===== src/rtl/scl_tg_pkg.sv =====
package scl_tg_pkg;

    typedef enum logic [1:0] {
        SPD_STD  = 2'd0,
        SPD_FAST = 2'd1,
        SPD_HIGH = 2'd2,
        SPD_RSVD = 2'd3
    } spd_e;

    typedef enum logic [1:0] {
        PH_IDLE = 2'd0,
        PH_LOW  = 2'd1,
        PH_WAIT = 2'd2,
        PH_HIGH = 2'd3
    } ph_e;

    // cycles added on top of the programmed high count
    localparam int HIGH_EXTRA = 8;

    // map the requested speed code onto the pair actually used
    function automatic spd_e eff_speed(input logic [1:0] code, input logic hs_ok);
        spd_e r;
        case (code)
            2'd0:    r = SPD_STD;
            2'd2:    r = hs_ok ? SPD_HIGH : SPD_FAST;
            default: r = SPD_FAST;
        endcase
        return r;
    endfunction

endpackage


===== src/rtl/scl_tg_cfg.sv =====
module scl_tg_cfg
    import scl_tg_pkg::*;
#(
    parameter int CNT_W      = 16,
    parameter bit HS_CAPABLE = 1'b1
) (
    input  logic             clk,
    input  logic             rst,
    input  logic             enable,
    input  logic [1:0]       speed_sel,
    input  logic [CNT_W-1:0] std_hi_cnt,
    input  logic [CNT_W-1:0] std_lo_cnt,
    input  logic [CNT_W-1:0] fast_hi_cnt,
    input  logic [CNT_W-1:0] fast_lo_cnt,
    input  logic [CNT_W-1:0] hspd_hi_cnt,
    input  logic [CNT_W-1:0] hspd_lo_cnt,
    output logic [CNT_W-1:0] act_hi,
    output logic [CNT_W-1:0] act_lo
);

    logic [CNT_W-1:0] pick_hi;
    logic [CNT_W-1:0] pick_lo;
    spd_e             spd;

    always_comb begin
        spd = eff_speed(speed_sel, HS_CAPABLE);
        case (spd)
            SPD_STD: begin
                pick_hi = std_hi_cnt;
                pick_lo = std_lo_cnt;
            end
            SPD_HIGH: begin
                pick_hi = hspd_hi_cnt;
                pick_lo = hspd_lo_cnt;
            end
            default: begin
                pick_hi = fast_hi_cnt;
                pick_lo = fast_lo_cnt;
            end
        endcase
    end

    // holding registers follow the inputs only while disabled
    always_ff @(posedge clk) begin
        if (rst) begin
            act_hi <= '0;
            act_lo <= '0;
        end else if (!enable) begin
            act_hi <= pick_hi;
            act_lo <= pick_lo;
        end
    end

endmodule


===== src/rtl/scl_tg_sync.sv =====
module scl_tg_sync #(
    parameter int STAGES = 2
) (
    input  logic clk,
    input  logic rst,
    input  logic din,
    output logic dout
);

    logic [STAGES-1:0] q;

    generate
        if (STAGES == 1) begin : g_one
            always_ff @(posedge clk) begin
                if (rst) q <= '1;
                else     q <= din;
            end
        end else begin : g_chain
            always_ff @(posedge clk) begin
                if (rst) q <= '1;
                else     q <= {q[STAGES-2:0], din};
            end
        end
    endgenerate

    assign dout = q[STAGES-1];

endmodule


===== src/rtl/scl_tg_fsm.sv =====
module scl_tg_fsm
    import scl_tg_pkg::*;
#(
    parameter int CNT_W = 16
) (
    input  logic             clk,
    input  logic             rst,
    input  logic             enable,
    input  logic [CNT_W-1:0] act_hi,
    input  logic [CNT_W-1:0] act_lo,
    input  logic             scl_sync,
    output logic             drive_low,
    output logic             sample_stb,
    output logic             change_stb
);

    localparam int PW = CNT_W + 1;

    ph_e          ph;
    logic [PW-1:0] cnt;
    logic          seen_low;
    logic [PW-1:0] lo_last;
    logic [PW-1:0] hi_last;
    logic [PW-1:0] hi_mid;

    always_comb begin
        lo_last = {1'b0, act_lo};
        hi_last = {1'b0, act_hi} + PW'(HIGH_EXTRA - 1);
        hi_mid  = ({1'b0, act_hi} + PW'(HIGH_EXTRA)) >> 1;
    end

    always_ff @(posedge clk) begin
        if (rst || !enable) begin
            ph       <= PH_IDLE;
            cnt      <= '0;
            seen_low <= 1'b0;
        end else begin
            case (ph)
                PH_IDLE: begin
                    ph       <= PH_LOW;
                    cnt      <= '0;
                    seen_low <= 1'b0;
                end
                PH_LOW: begin
                    if (!scl_sync) seen_low <= 1'b1;
                    if (cnt == lo_last) begin
                        ph  <= PH_WAIT;
                        cnt <= '0;
                    end else begin
                        cnt <= cnt + 1'b1;
                    end
                end
                PH_WAIT: begin
                    // high part begins only after a genuine low-to-high
                    if (seen_low && scl_sync) begin
                        ph       <= PH_HIGH;
                        cnt      <= '0;
                        seen_low <= 1'b0;
                    end else if (!scl_sync) begin
                        seen_low <= 1'b1;
                    end
                end
                default: begin
                    if (cnt == hi_last) begin
                        ph  <= PH_LOW;
                        cnt <= '0;
                    end else begin
                        cnt <= cnt + 1'b1;
                    end
                end
            endcase
        end
    end

    assign drive_low  = (ph == PH_LOW);
    assign change_stb = (ph == PH_LOW) && (cnt == '0);
    assign sample_stb = (ph == PH_HIGH) && (cnt == hi_mid);

endmodule


===== src/rtl/scl_timing_gen.sv =====
module scl_timing_gen
    import scl_tg_pkg::*;
#(
    parameter int CNT_W       = 16,
    parameter bit HS_CAPABLE  = 1'b1,
    parameter int SYNC_STAGES = 2
) (
    input  logic             clk,
    input  logic             rst,
    input  logic             enable,
    input  logic [1:0]       speed_sel,
    input  logic [CNT_W-1:0] std_hi_cnt,
    input  logic [CNT_W-1:0] std_lo_cnt,
    input  logic [CNT_W-1:0] fast_hi_cnt,
    input  logic [CNT_W-1:0] fast_lo_cnt,
    input  logic [CNT_W-1:0] hspd_hi_cnt,
    input  logic [CNT_W-1:0] hspd_lo_cnt,
    input  logic             scl_in,
    output logic             scl_drive_low,
    output logic             sda_sample_stb,
    output logic             sda_change_stb
);

    logic [CNT_W-1:0] act_hi;
    logic [CNT_W-1:0] act_lo;
    logic             scl_sync;

    scl_tg_cfg #(.CNT_W(CNT_W), .HS_CAPABLE(HS_CAPABLE)) u_cfg (
        .clk         (clk),
        .rst         (rst),
        .enable      (enable),
        .speed_sel   (speed_sel),
        .std_hi_cnt  (std_hi_cnt),
        .std_lo_cnt  (std_lo_cnt),
        .fast_hi_cnt (fast_hi_cnt),
        .fast_lo_cnt (fast_lo_cnt),
        .hspd_hi_cnt (hspd_hi_cnt),
        .hspd_lo_cnt (hspd_lo_cnt),
        .act_hi      (act_hi),
        .act_lo      (act_lo)
    );

    scl_tg_sync #(.STAGES(SYNC_STAGES)) u_sync (
        .clk  (clk),
        .rst  (rst),
        .din  (scl_in),
        .dout (scl_sync)
    );

    scl_tg_fsm #(.CNT_W(CNT_W)) u_fsm (
        .clk        (clk),
        .rst        (rst),
        .enable     (enable),
        .act_hi     (act_hi),
        .act_lo     (act_lo),
        .scl_sync   (scl_sync),
        .drive_low  (scl_drive_low),
        .sample_stb (sda_sample_stb),
        .change_stb (sda_change_stb)
    );

endmodule


===== config.mk =====
export PLATFORM = sky130hd
export DESIGN_NAME = scl_timing_gen
export DESIGN_NICKNAME = d
export VERILOG_FILES = /design/src/rtl/scl_tg_pkg.sv /design/src/rtl/scl_tg_cfg.sv /design/src/rtl/scl_tg_sync.sv /design/src/rtl/scl_tg_fsm.sv /design/src/rtl/scl_timing_gen.sv
export SDC_FILE = /design/constraint.sdc
export NUM_CORES = 1
export LEC_CHECK = 0
export BUFFER_PORTS_ARGS = -buffer_cell sky130_fd_sc_hd__buf_2
export CORE_ASPECT_RATIO = 1.25
export CORE_UTILIZATION = 40
export CTS_BUF_LIST = sky130_fd_sc_hd__clkbuf_16
export CTS_CLUSTER_SIZE = 20
export DETAILED_ROUTE_END_ITERATION = 6
export PLACE_DENSITY = 0.7
export SETUP_SLACK_MARGIN = 0.05
export SLEW_MARGIN = 20
export SYNTH_ARGS = -nofsm -noshare
export SYNTH_HDL_FRONTEND = slang
export SYNTH_SLANG_ARGS = --single-unit

===== constraint.sdc =====
create_clock -name clk -period 5.4 [get_ports clk]
set_input_delay 1.08 -clock clk [delete_from_list [all_inputs] [get_ports clk]]
set_output_delay 1.08 -clock clk [all_outputs]
set_load 0.005 [all_outputs]

# Word level (Yosys, flattened, before mapping)
# Index checks and enable logic that the tools add are counted.
# word_totals
register_bits	54
in_bits	102
out_inout_bits	3
# classes
add_sub_neg	3
n_eq_ne	10
mux	14
n_reduce_logical	12
# ops
cell	n
16-bit one-hot mux with 2 select lines	2
17-bit two-way mux	3
17-bit one-hot mux with 3 select lines	1
17-bit by 16-bit == test with 1-bit output	2
16-bit by 3-bit adder with 17-bit output (second input constant)	1
16-bit by 4-bit adder with 17-bit output (second input constant)	1
17-bit by 1-bit adder with 17-bit output (second input constant)	1
17-bit == test	1
17-bit zero test	1
2-bit == test (second input constant)	4
2-bit zero test	3
2-bit two-way mux	3
2-bit one-hot mux with 3 select lines	1
2-bit by 1-bit inequality test with 1-bit output (second input constant)	2
2-bit one-hot mux with 2 select lines	1
4-bit nonzero test	1
1-bit logical AND	3
1-bit one-hot mux with 3 select lines	1
3-bit AND reduction	1
3-bit nonzero test	1
2-bit by 1-bit == test with 1-bit output (second input constant)	1
1-bit two-way mux	2
1-bit zero test	1
1-bit logical OR	1

# Depth between registers and ports, before layout
# Gate-level depths: netlist of run 1.
# logic_depth
depth_word	4
mapped_depth	12
mapped_depth_nobuf	9

# Hierarchy
# From an unflattened synthesis of run 1, not the netlist that was laid out.
# hier_totals
cells_unflattened	561
area_unflattened_um2	4710.8
# by_module_without_submodules
module	n_inst	cells_each	area_per_inst_um2	seq_area_each_um2
scl_tg_fsm	1	371	2686.3	400.4
scl_tg_cfg	1	186	1971.9	640.6
scl_tg_sync	1	4	52.6	40.0

# Worst setup path after synthesis of run 1
# No wires, ideal clock.
# synth_path
kind	register -> output
from	register u_cfg.act_hi[3]
to	output sda_sample_stb
arrival_time_ps	1774
required_ps	4320
setup_slack_ps	2546
stages_incl_launch_ff	8
path_buffers	0
cell_sequence	dfxtp_1 -> ha_1 -> xnor2_1 -> nand3_1 -> or4_1 -> nor4_1 -> o2111ai_1 -> a21oi_1
# synth_between
elab_chain_len	3
# synth_lines
element	line_no	text
start: declaration	scl_tg_cfg.sv:17	output logic [CNT_W-1:0] act_hi,
start signal: assignment	scl_tg_cfg.sv:49	act_hi <= pick_hi;
16-bit by 4-bit adder with 17-bit output	scl_tg_fsm.sv:29	hi_mid = ({1'b0, act_hi} + PW'(HIGH_EXTRA)) >> 1;
17-bit by 16-bit == test with 1-bit output	scl_tg_fsm.sv:77	assign sample_stb = (ph == PH_HIGH) && (cnt == hi_mid);
1-bit logical AND	scl_tg_fsm.sv:77	
end: declaration	scl_timing_gen.sv:20	output logic sda_sample_stb,
# Every way passes these cells.

# Worst setup path after layout of run 1
# Same ends and word-level chain as after synthesis.

==> metrics.md, run 1 <==
| Metric | Value |
|---|---|
| Fin. Hold Viols | 0 |
| # Post-CTS Setup Buffers | 0 |
| Vias in the first global route | 3802 |
| Antenna violations before repair | 0 |
| Ys flop type | dfxtp_1 |
| Via count | 4096 |
| CTS tree | built |
| Crit Path Category | reg -> out |
| Die height | 118 um |
| Area contributors post-synth | dfxtp_1 25%, nor2_1 9.8%, xor2_1 8.1%, a21oi_1 7.9%, mux2i_1 7.7% |
| WL final | 10.8 mm |
| Fin crit share | 65.6% |
| Num rows | 42 |
| Final TNS setup | 0 ns |
| Worst clock skew | 0.00664 ns |
| Die area | 11200 um2 |
| CTS buffer count | 5 |
| Slew @ Worst Pin | 0.924 ns |
| P_leak | 2.13 nW |
| Initial Utilization | 41.0% |
| CTS Sinks | 54 |
| Min Tclk post-route | 3.54 ns |
| Cts hold-fix bufs | 0 |
| Net Count, Synth | 681 |
| Layout cell share with drive strength beyond 1 | 19.5% |
| Max_slew headroom | 38.4% |
| Final GP Congestion | 0.951 |
| Tot GR Track Use | 20.2% |
| Maximum root-to-sink buffer count | 2 |
| Crit path required time | 4.32 ns |
| Max-Cap Viols | 0 |
| Crit. End Element | output port |
| DR top layer | met4 |
| Distinct cells, synth | 62 |
| Post-synth EDFFs | 0 |
| Critical-path maximum fanout | 8 |
| Num ports | 105 |
| Die width | 94.8 um |
| Design Power | 0.00102 W |
| Wire length on met3 | 510 um |
| Drc violations | 0 |
| Run status | completed |
| Nets@finish | 738 |
| Seq/Total Area, Yosys | 25.1% |
| H-tree depth | 2 |
| Root Buffer | clkbuf_16 |
| Drt via density | 5.40 |
| Final setup fails | 0 |
| Clock Latency Late Sink | 0.29 ns |
| Crit path DAT | 2.46 ns |
| Final Max Tran Viols | 0 |
| DP Wirelength | 8.41 mm |
| Flops & latches, synth | 54 |
| Pre-Repair DR Iteration Count | 4 |
| ANT cells | 0 |
| Cell area after synthesis | 4310 um2 |
| Met1 wire length | 4.86 mm |
| Startpoint types | register |
| Yosys top cell by area | dfxtp_1 |
| Grt ovf | 0 |
| RSZ-0062 raised after global routing | false |
| Core Region | 10500 um2 |
| Syn. warnings | 0 |
| Share of flip-flops with an asynchronous set or reset | 0% |
| I/O Buffers | 104 |
| P&R area growth vs syn | 14.1% |
| Length of routed met2 wiring | 5.08 mm |
| Hold Path Class | reg -> reg |
| First-pass GRT wire length | 18.1 mm |
| Avg Cell Area, Syn | 7.57 um2 |
| CTS resizes | 0 |
| Largest net degree at the start of global routing | 67 |
| Initial DRC Count | 236 |
| Worst vdd ir | 0.108 mV |
| Cells after synthesis | 569 |
| Post-synth top area share | 25.1% |
| Final core occ | 46.7% |
| Pwr/cell area | 208 nW/um2 |
| DR WL/cell | 14.2 um |
| Final ANT Viol Nets | 0 |
| Clock transition at path regs | 0.07 ns |
| Peak Freq | 0.282 GHz |
-- cell families after synthesis --
| logic type | share of synthesized area (%) |
|---|---|
| compound gates | 17.9 |
| xor+xnor | 14.8 |
| fa+ha+maj | 2.91 |
| buf+inv | 6.62 |
| flops | 25.1 |
| mux | 7.93 |
| simple gates | 24.7 |
-- worst paths after layout --
check	startpoint	to	slack, ns	cells past startpoint
worst max register to register	u_cfg.act_hi[3]$_SDFFE_PP0N_	u_fsm.cnt[1]$_SDFFE_PP0P_	2.26	8
worst min register to register	u_sync.q[0]$_SDFF_PP1_	u_sync.q[1]$_SDFF_PP1_	0.43	1
worst min-delay path	u_sync.q[0]$_SDFF_PP1_	u_sync.q[1]$_SDFF_PP1_	0.43	1
worst max-delay path	u_cfg.act_hi[3]$_SDFFE_PP0N_	sda_sample_stb	1.86	8
-- metrics by stage --
stage               hold WS, ns  cell area, um2  worst slack [ns]  cells
CTS                       0.429            4910              1.86    758
finish                    0.426            4910              1.86    758
global placement          0.397            4750              2.21    751
floorplan                 0.389            4310              2.55    569
detailed placement        0.406            4750              2.18    751
global route              0.454            4910              1.65    758
-- critical path: stages, from the launching register on --
cell and delay, ns:
dfxtp_1 0.51, ha_1 0.30, xnor2_1 0.13, nand3_1 0.10, or4_1 0.40, nor4_1 0.29
o2111ai_1 0.17, a21oi_1 0.14, buf_2 0.13
-- cells in the mapped netlist, types with 9 or more instances --
library cell / number
inv_1: 9
dfxtp_1: 54
a21oi_1: 68
nor2_1: 112
xor2_1: 40
xnor2_1: 33
nand2_1: 14
nand4_1: 12
ha_1: 10
mux2i_1: 33
clkbuf_1: 33
a211oi_1: 19
nand3_1: 18
buf_1: 9
-- metal layers --
layer | track usage (%) | vias to the layer above
met4 | 8.62 | 0
met1 | 25.8 | 1857
met5 | 0 | -
li1 | - | 2093
met2 | 33.3 | 121
met3 | 2.91 | 25
-- cell type report --
cell class	instances	area, um2
fillers	1056	5600
clock inverters	2	38.8
clock buffers	5	125
multi-input cells	451	2940
flip-flops and latches	54	1080
well taps	132	165
inverters	9	33.8
repair buffers	105	528
-- power breakdown --
part | internal (W) | total, W | switching [W]
clock | 0.000217 | 0.000356 | 0.000139
sequential | 0.000415 | 0.000444 | 0.0000288
combinational | 0.000104 | 0.000220 | 0.000115
total | 0.000737 | 0.00102 | 0.000284
-- registers in the layout, indices dropped and copies added, names as in the netlist --
| register | flops |
|---|---|
| u_sync.q | 2 |
| u_fsm.seen_low | 1 |
| u_cfg.act_lo | 16 |
| u_fsm.ph | 2 |
| u_cfg.act_hi | 16 |
| u_fsm.cnt | 17 |
-- layout by cell type, fill, tap and decap left out, types with 2 or more instances in the layout --
cell / Yosys / final
nand2b_1: 4 / 4
nor2b_1: 8 / 8
o21ai_0: 4 / 4
a211o_1: 2 / 2
or2_2: 2 / 2
ha_1: 10 / 10
nor3_1: 6 / 6
inv_1: 9 / 9
a21oi_1: 68 / 68
nor4_1: 8 / 8
nand2_1: 14 / 14
nand3_1: 18 / 18
o211ai_1: 4 / 4
xnor2_1: 33 / 33
and3_1: 8 / 8
and4_1: 5 / 5
or3_1: 3 / 3
buf_2: 6 / 104
o31a_1: 2 / 2
nand4_1: 12 / 12
nand4b_1: 2 / 2
dfxtp_1: 54 / 54
xor2_1: 40 / 40
mux2i_1: 33 / 33
a211oi_1: 19 / 19
or4_1: 2 / 2
clkbuf_16: 0 / 5
nor2_1: 112 / 112
nor4b_1: 3 / 3
(Power assumes the default switching activity.)
==> inputs of run 2 (changes only) <==
clock period = 3.4 ns   (was 5.4 ns; I/O delays follow)
==> metrics.md, run 2 (synthesized netlist as in run 1, its figures left out) <==
| Metric | Value |
|---|---|
| Min Tclk post-route | 3.08 ns |
| Max reg flops | 17 (unchanged) |
| I/O Buffers | 104 (unchanged) |
| Max_slew headroom | 37.4% (-1.1 points) |
| Wire length on met3 | 603 um (+18%) |
| Run status | completed |
| CTS Sinks | 54 (unchanged) |
| # Post-CTS Setup Buffers | 0 (unchanged) |
| Vias in the first global route | 3949 (+3.9%) |
| Tot GR Track Use | 21.8% (+1.6 points) |
| Grt ovf | 0 (unchanged) |
| Crit Path Category | reg -> out |
| Crit path required time | 2.72 ns (-1.60 ns) |
| Fin. Hold Viols | 0 (unchanged) |
| Clock transition at path regs | 0.07 ns (about the same) |
| Die width | 94.8 um (unchanged) |
| Placed insts | 764 (+1.7%) |
| Die height | 118 um (unchanged) |
| Final ANT Viol Nets | 0 (unchanged) |
| First-pass GRT wire length | 19.1 mm (+5.4%) |
| Maximum root-to-sink buffer count | 2 (unchanged) |
| P&R area growth vs syn | 15.9% |
| Fin crit share | 90.5% |
| Startpoint types | register |
| Slowest library cell on the worst path | dfxtp_1 |
| Crit path cell chain | nand3_1 > nor2_2 > nand3_1 > xnor2_1 > nor3_1 > o2111ai_1 > a21oi_1 > buf_2 |
| Nets@finish | 751 (+1.8%) |
| Hold Path Class | reg -> reg |
| Most common cell after layout, fill and taps aside | nor2_1 |
| RSZ-0062 raised after global routing | false |
| Worst vdd ir | 0.181 mV (+68%) |
| Worst path top cell family by delay | simple AND/OR/NAND/NOR gates |
| Peak Freq | 0.325 GHz |
| DR top layer | met4 |
| Clock Latency Late Sink | 0.30 ns (about the same) |
| Commonest non-fill, non-tap cells in the layout | 111 x nor2_1, 104 x buf_2, 68 x a21oi_1, 52 x dfxtp_1, 40 x xor2_1 |
| Final Max Tran Viols | 0 (unchanged) |
| Final setup fails | 0 (unchanged) |
| WL final | 11.9 mm (+10%) |
| Final TNS setup | 0 ns (unchanged) |
| Final GP Congestion | 1.01 (+5.7%) |
| Most used cell along the critical path | nand3_1 |
| Root Buffer | clkbuf_16 |
| Crit path DAT | 2.40 ns (-0.06 ns) |
| Cell Count, Final, Fillers Out | 771 (+1.7%) |
| Pwr/cell area | 316 nW/um2 (+52%) |
| Antenna violations before repair | 0 (unchanged) |
| Critical-path maximum fanout | 6 (-2) |
| CTS tree | built |
| Multi-input logic area | 2940 um2 (+0.13%) |
| Initial DRC Count | 260 (+10%) |
| Final Cell Area | 4990 um2 (+1.6%) |
| Worst Path Buf+Inv | 1 (unchanged) |
| CTS resizes | 0 (unchanged) |
| Met1 wire length | 5.03 mm (+3.4%) |
| Sequential Area | 1080 um2 (+0.23%) |
| DR WL/cell | 15.4 um (+8.2%) |
| Filler instances | 1078 (+2.1%) |
| Slew @ Worst Pin | 0.940 ns (+0.0159 ns) |
| DP Area | 4850 um2 (+2.1%) |
| Layout cell share with drive strength beyond 1 | 21.8% (+2.3 points) |
| Crit. End Element | output port |
| Max stage delay on crit path | 0.49 ns (-0.02 ns) |
| Via count | 4206 (+2.7%) |
| Length of routed met2 wiring | 5.72 mm (+13%) |
| CTS buffer count | 5 (unchanged) |
| Die area | 11200 um2 (unchanged) |
| Pre-Repair DR Iteration Count | 4 (unchanged) |
| Largest net degree at the start of global routing | 66 (-1.5%) |
| Initial Utilization | 41.0% (unchanged) |
| Max-Cap Viols | 0 (unchanged) |
| Cts hold-fix bufs | 0 (unchanged) |
| Final setup margin | 0.322 ns (-1.54 ns) |
| Num ports | 105 (unchanged) |
| Drc violations | 0 (unchanged) |
| Worst clock skew | 0.00945 ns (+0.00280 ns) |
| Num rows | 42 (unchanged) |
| H-tree depth | 2 (unchanged) |
| Post-Place Worst Slack | 0.275 ns (-1.91 ns) |
| ANT cells | 0 (unchanged) |
| Biggest regs | u_fsm.cnt: 17 flops, u_cfg.act_hi: 16 flops, u_cfg.act_lo: 16 flops |
| DP Wirelength | 9.29 mm (+10%) |
| Largest Register | u_fsm.cnt |
| Core Region | 10500 um2 (unchanged) |
| P_leak | 2.19 nW (+2.8%) |
| Drt via density | 5.46 (+0.95%) |
## run 2: changes by cell type in the layout (fill, tap and decap cells not counted), sizes merged
cell	delta
buf	+13
bufinv	-1
inv	+1
## run 2: power breakdown
part | internal (W) | leakage, nW | total (W) | switching [W]
clock | 0.000271 | 0.0701 | 0.000509 | 0.000238
sequential | 0.000660 | 0.442 | 0.000695 | 0.0000355
combinational | 0.000173 | 1.67 | 0.000372 | 0.000199
## run 2: metal layers
layer  up-vias  global-route usage, %
met3        32                   3.29
met2       151                   36.8
met1      1897                   26.6
met4         0                   10.0
li1       2126                      -
met5         -                      0
## run 2: layout make-up
class / count / area share [%]
flip-flops and latches: 54 / 21.7
well taps: 132 / 3.31
clock inverters: 2 / 0.276
inverters: 9 / 0.677
clock buffers: 5 / 2.51
repair buffers: 118 / 12.5
multi-input cells: 451 / 59.0
## run 2: final timing paths
check	start	endpoint	slack (ns)	cells past startpoint
max	u_cfg.act_hi[7]$_SDFFE_PP0N_	sda_sample_stb	0.32	8
min	u_sync.q[0]$_SDFF_PP1_	u_sync.q[1]$_SDFF_PP1_	0.42	1
max reg2reg	u_cfg.act_hi[0]$_SDFFE_PP0N_	u_fsm.cnt[1]$_SDFFE_PP0P_	0.41	9
min reg2reg	u_sync.q[0]$_SDFF_PP1_	u_sync.q[1]$_SDFF_PP1_	0.42	1
## run 2: through the flow
step / hold WS, ns / utilization [%] / total power (W)
floorplan: 0.389 / - / 0.000969
global placement: 0.397 / 46.1 / 0.00107
detailed placement: 0.404 / 46.1 / 0.00108
CTS: 0.421 / 47.4 / 0.00159
global route: 0.431 / 47.5 / 0.00166
finish: 0.419 / 47.5 / 0.00158
==> inputs of run 3 (changes only) <==
CORE_UTILIZATION = 42   (was 40)
PLACE_DENSITY = 0.72   (was 0.7)
RECOVER_POWER = 25   (was not set)
==> metrics.md, run 3 (synthesized netlist as in run 1, its figures left out) <==
| Metric | Value |
|---|---|
| Crit. End Element | output port |
| Final setup fails | 0 (unchanged) |
| Final TNS setup | 0 ns (unchanged) |
| Antenna violations before repair | 0 (unchanged) |
| Worst Path Buf+Inv | 1 (unchanged) |
| Design Power | 0.00158 W (+0.16%) |
| Length of routed met2 wiring | 5.19 mm (-9.3%) |
| Fin crit share | 94.2% (+3.7 points) |
| Filler instances | 1013 (-6.0%) |
| Crit Path Category | reg -> out |
| Worst clock skew | 0.00940 ns (-0.0000495 ns) |
| Crit path required time | 2.72 ns (about the same) |
| Cell internal pwr | 0.00111 W (+0.12%) |
| CTS buffer count | 5 (unchanged) |
| Min Tclk post-route | 3.20 ns (+0.125 ns) |
| Placed insts | 754 (-1.3%) |
| H-tree depth | 2 (unchanged) |
| Grt ovf | 0 (unchanged) |
| Slew @ Worst Pin | 2.11 ns (+1.17 ns) |
| Crit path cell chain | ha_1 > xnor2_1 > nand3_1 > or4_1 > nor4_1 > o2111ai_1 > a21oi_1 > buf_2 |
| RSZ-0062 raised after global routing | false |
| Hold slack | 0.418 ns (-0.000684 ns) |
| Vias in the first global route | 3829 (-3.0%) |
| Worst vdd ir | 0.180 mV (-0.76%) |
| Initial Utilization | 43.9% (+2.9 points) |
| Peak Freq | 0.312 GHz (-3.9%) |
| Sw frac | 30.0% (about the same) |
| Met1 wire length | 4.85 mm (-3.6%) |
| Violated checks | capacitance limit, slew limit |
| DP Wirelength | 8.72 mm (-6.1%) |
| Clock share of power | 32.9% (+0.6 points) |
| Most common cell after layout, fill and taps aside | nor2_1 |
| DR top layer | met4 |
| Clock transition at path regs | 0.07 ns (about the same) |
| Worst path top cell family by delay | simple AND/OR/NAND/NOR gates |
| Cell Count, Final, Fillers Out | 762 (-1.2%) |
| Hold Path Class | reg -> reg |
| Critical-path maximum fanout | 8 (+2) |
| Maximum root-to-sink buffer count | 2 (unchanged) |
| Drt via density | 5.41 (-0.86%) |
| Max reg flops | 17 (unchanged) |
| I/O Buffers | 104 (unchanged) |
| Max-Cap Viols | 1 (+1) |
| Clock Latency Late Sink | 0.30 ns (about the same) |
| Die area | 10700 um2 (-4.7%) |
| Nets@finish | 747 (-0.53%) |
| Num rows | 40 (-4.8%) |
| Die height | 115 um (-2.4%) |
| Largest net degree at the start of global routing | 66 (unchanged) |
| Biggest regs | u_fsm.cnt: 17 flops, u_cfg.act_hi: 16 flops, u_cfg.act_lo: 16 flops |
| Largest Register | u_fsm.cnt |
| Final Cell Area | 4950 um2 (-0.78%) |
| P&R area growth vs syn | 15.0% |
| Max_slew headroom | -40.4% (-78 points) |
| Initial DRC Count | 345 (+33%) |
| Die width | 92.6 um (-2.4%) |
| Tot GR Track Use | 21.6% (-0.15 points) |
| Combinational share of power | 22.9% (-0.7 points) |
| Psw | 0.000474 W (+0.26%) |
| WL final | 11.1 mm (-6.3%) |
| Final GP Congestion | 1.02 (+1.8%) |
| Max stage delay on crit path | 0.54 ns (+0.05 ns) |
| DR WL/cell | 14.6 um (-5.1%) |
| Commonest non-fill, non-tap cells in the layout | 112 x nor2_1, 101 x buf_2, 68 x a21oi_1, 54 x dfxtp_1, 40 x xor2_1 |
| Final ANT Viol Nets | 0 (unchanged) |
| Via count | 4121 (-2.0%) |
| Crit path DAT | 2.52 ns (+0.12 ns) |
| Pre-Repair DR Iteration Count | 4 (unchanged) |
| Seq pwr share | 44.3% (+0.2 points) |
| Root Buffer | clkbuf_16 |
| First-pass GRT wire length | 18.5 mm (-2.8%) |
| Run status | finished with violations |
| ANT cells | 0 (unchanged) |
| P_leak | 2.16 nW (-1.4%) |
| Drc violations | 0 (unchanged) |
| Layout cell share with drive strength beyond 1 | 20.3% (-1.5 points) |
| Fin. Hold Viols | 0 (unchanged) |
| CTS Sinks | 54 (unchanged) |
| Num ports | 105 (unchanged) |
| Wire length on met3 | 649 um (+7.6%) |
| Pwr/cell area | 319 nW/um2 (+0.95%) |
| DP Area | 4810 um2 (-0.77%) |
| Core Region | 9810 um2 (-6.7%) |
| Final Max Tran Viols | 33 (+33) |
| CTS tree | built |
| Startpoint types | register |
| Slowest library cell on the worst path | dfxtp_1 |
[run 3: power by group through the flow]
stage | registers (W) | logic [W] | clock network (W)
finish | 0.000699 | 0.000361 | 0.000519
detailed placement | 0.000713 | 0.000359 | 0
global placement | 0.000710 | 0.000350 | 0
floorplan | 0.000690 | 0.000279 | 0
global route | 0.000704 | 0.000406 | 0.000551
CTS | 0.000698 | 0.000360 | 0.000524
[run 3: area by class of cell]
| type | count | area [um2] | share of cell area [%] |
|---|---|---|---|
| Multi-Input combinational cell | 451 | 2940 | 59.4 |
| Sequential cell | 54 | 1080 | 21.8 |
| Timing Repair Buffer | 114 | 592 | 12.0 |
| Tap cell | 126 | 158 | 3.18 |
| Clock buffer | 5 | 125 | 2.53 |
| Inverter | 9 | 33.8 | 0.682 |
| Clock inverter | 3 | 21.3 | 0.430 |
[run 3: path summary, 6_finish.rpt]
| kind | slack [ns] | cells past startpoint | startpoint | to |
|---|---|---|---|---|
| setup / recovery | 0.20 | 8 | u_cfg.act_hi[3]$_SDFFE_PP0N_ | sda_sample_stb |
| setup reg to reg | 0.41 | 8 | u_cfg.act_hi[3]$_SDFFE_PP0N_ | u_fsm.cnt[10]$_SDFFE_PP0P_ |
| hold / removal | 0.42 | 1 | u_sync.q[0]$_SDFF_PP1_ | u_sync.q[1]$_SDFF_PP1_ |
| hold reg to reg | 0.42 | 1 | u_sync.q[0]$_SDFF_PP1_ | u_sync.q[1]$_SDFF_PP1_ |
[run 3: stage by stage]
stage	utilization (%)	setup slack (ns)
after global placement	49.0	0.415
after floorplan	-	0.738
after global routing	50.5	0.0705
after CTS	50.5	0.190
final	50.5	0.197
after detailed placement	49.0	0.275
[run 3: what timing repair did]
action                     CTS  global route
hold buffers                 0             0
resized for setup            0             1
buffers inserted             0             0
setup endpoints to repair    0            11
[run 3: layer usage]
metal	global-route usage, %	vias to the layer above
li1	-	2116
met3	2.84	24
met1	27.3	1826
met4	11.5	0
met2	35.9	155
met5	0	-
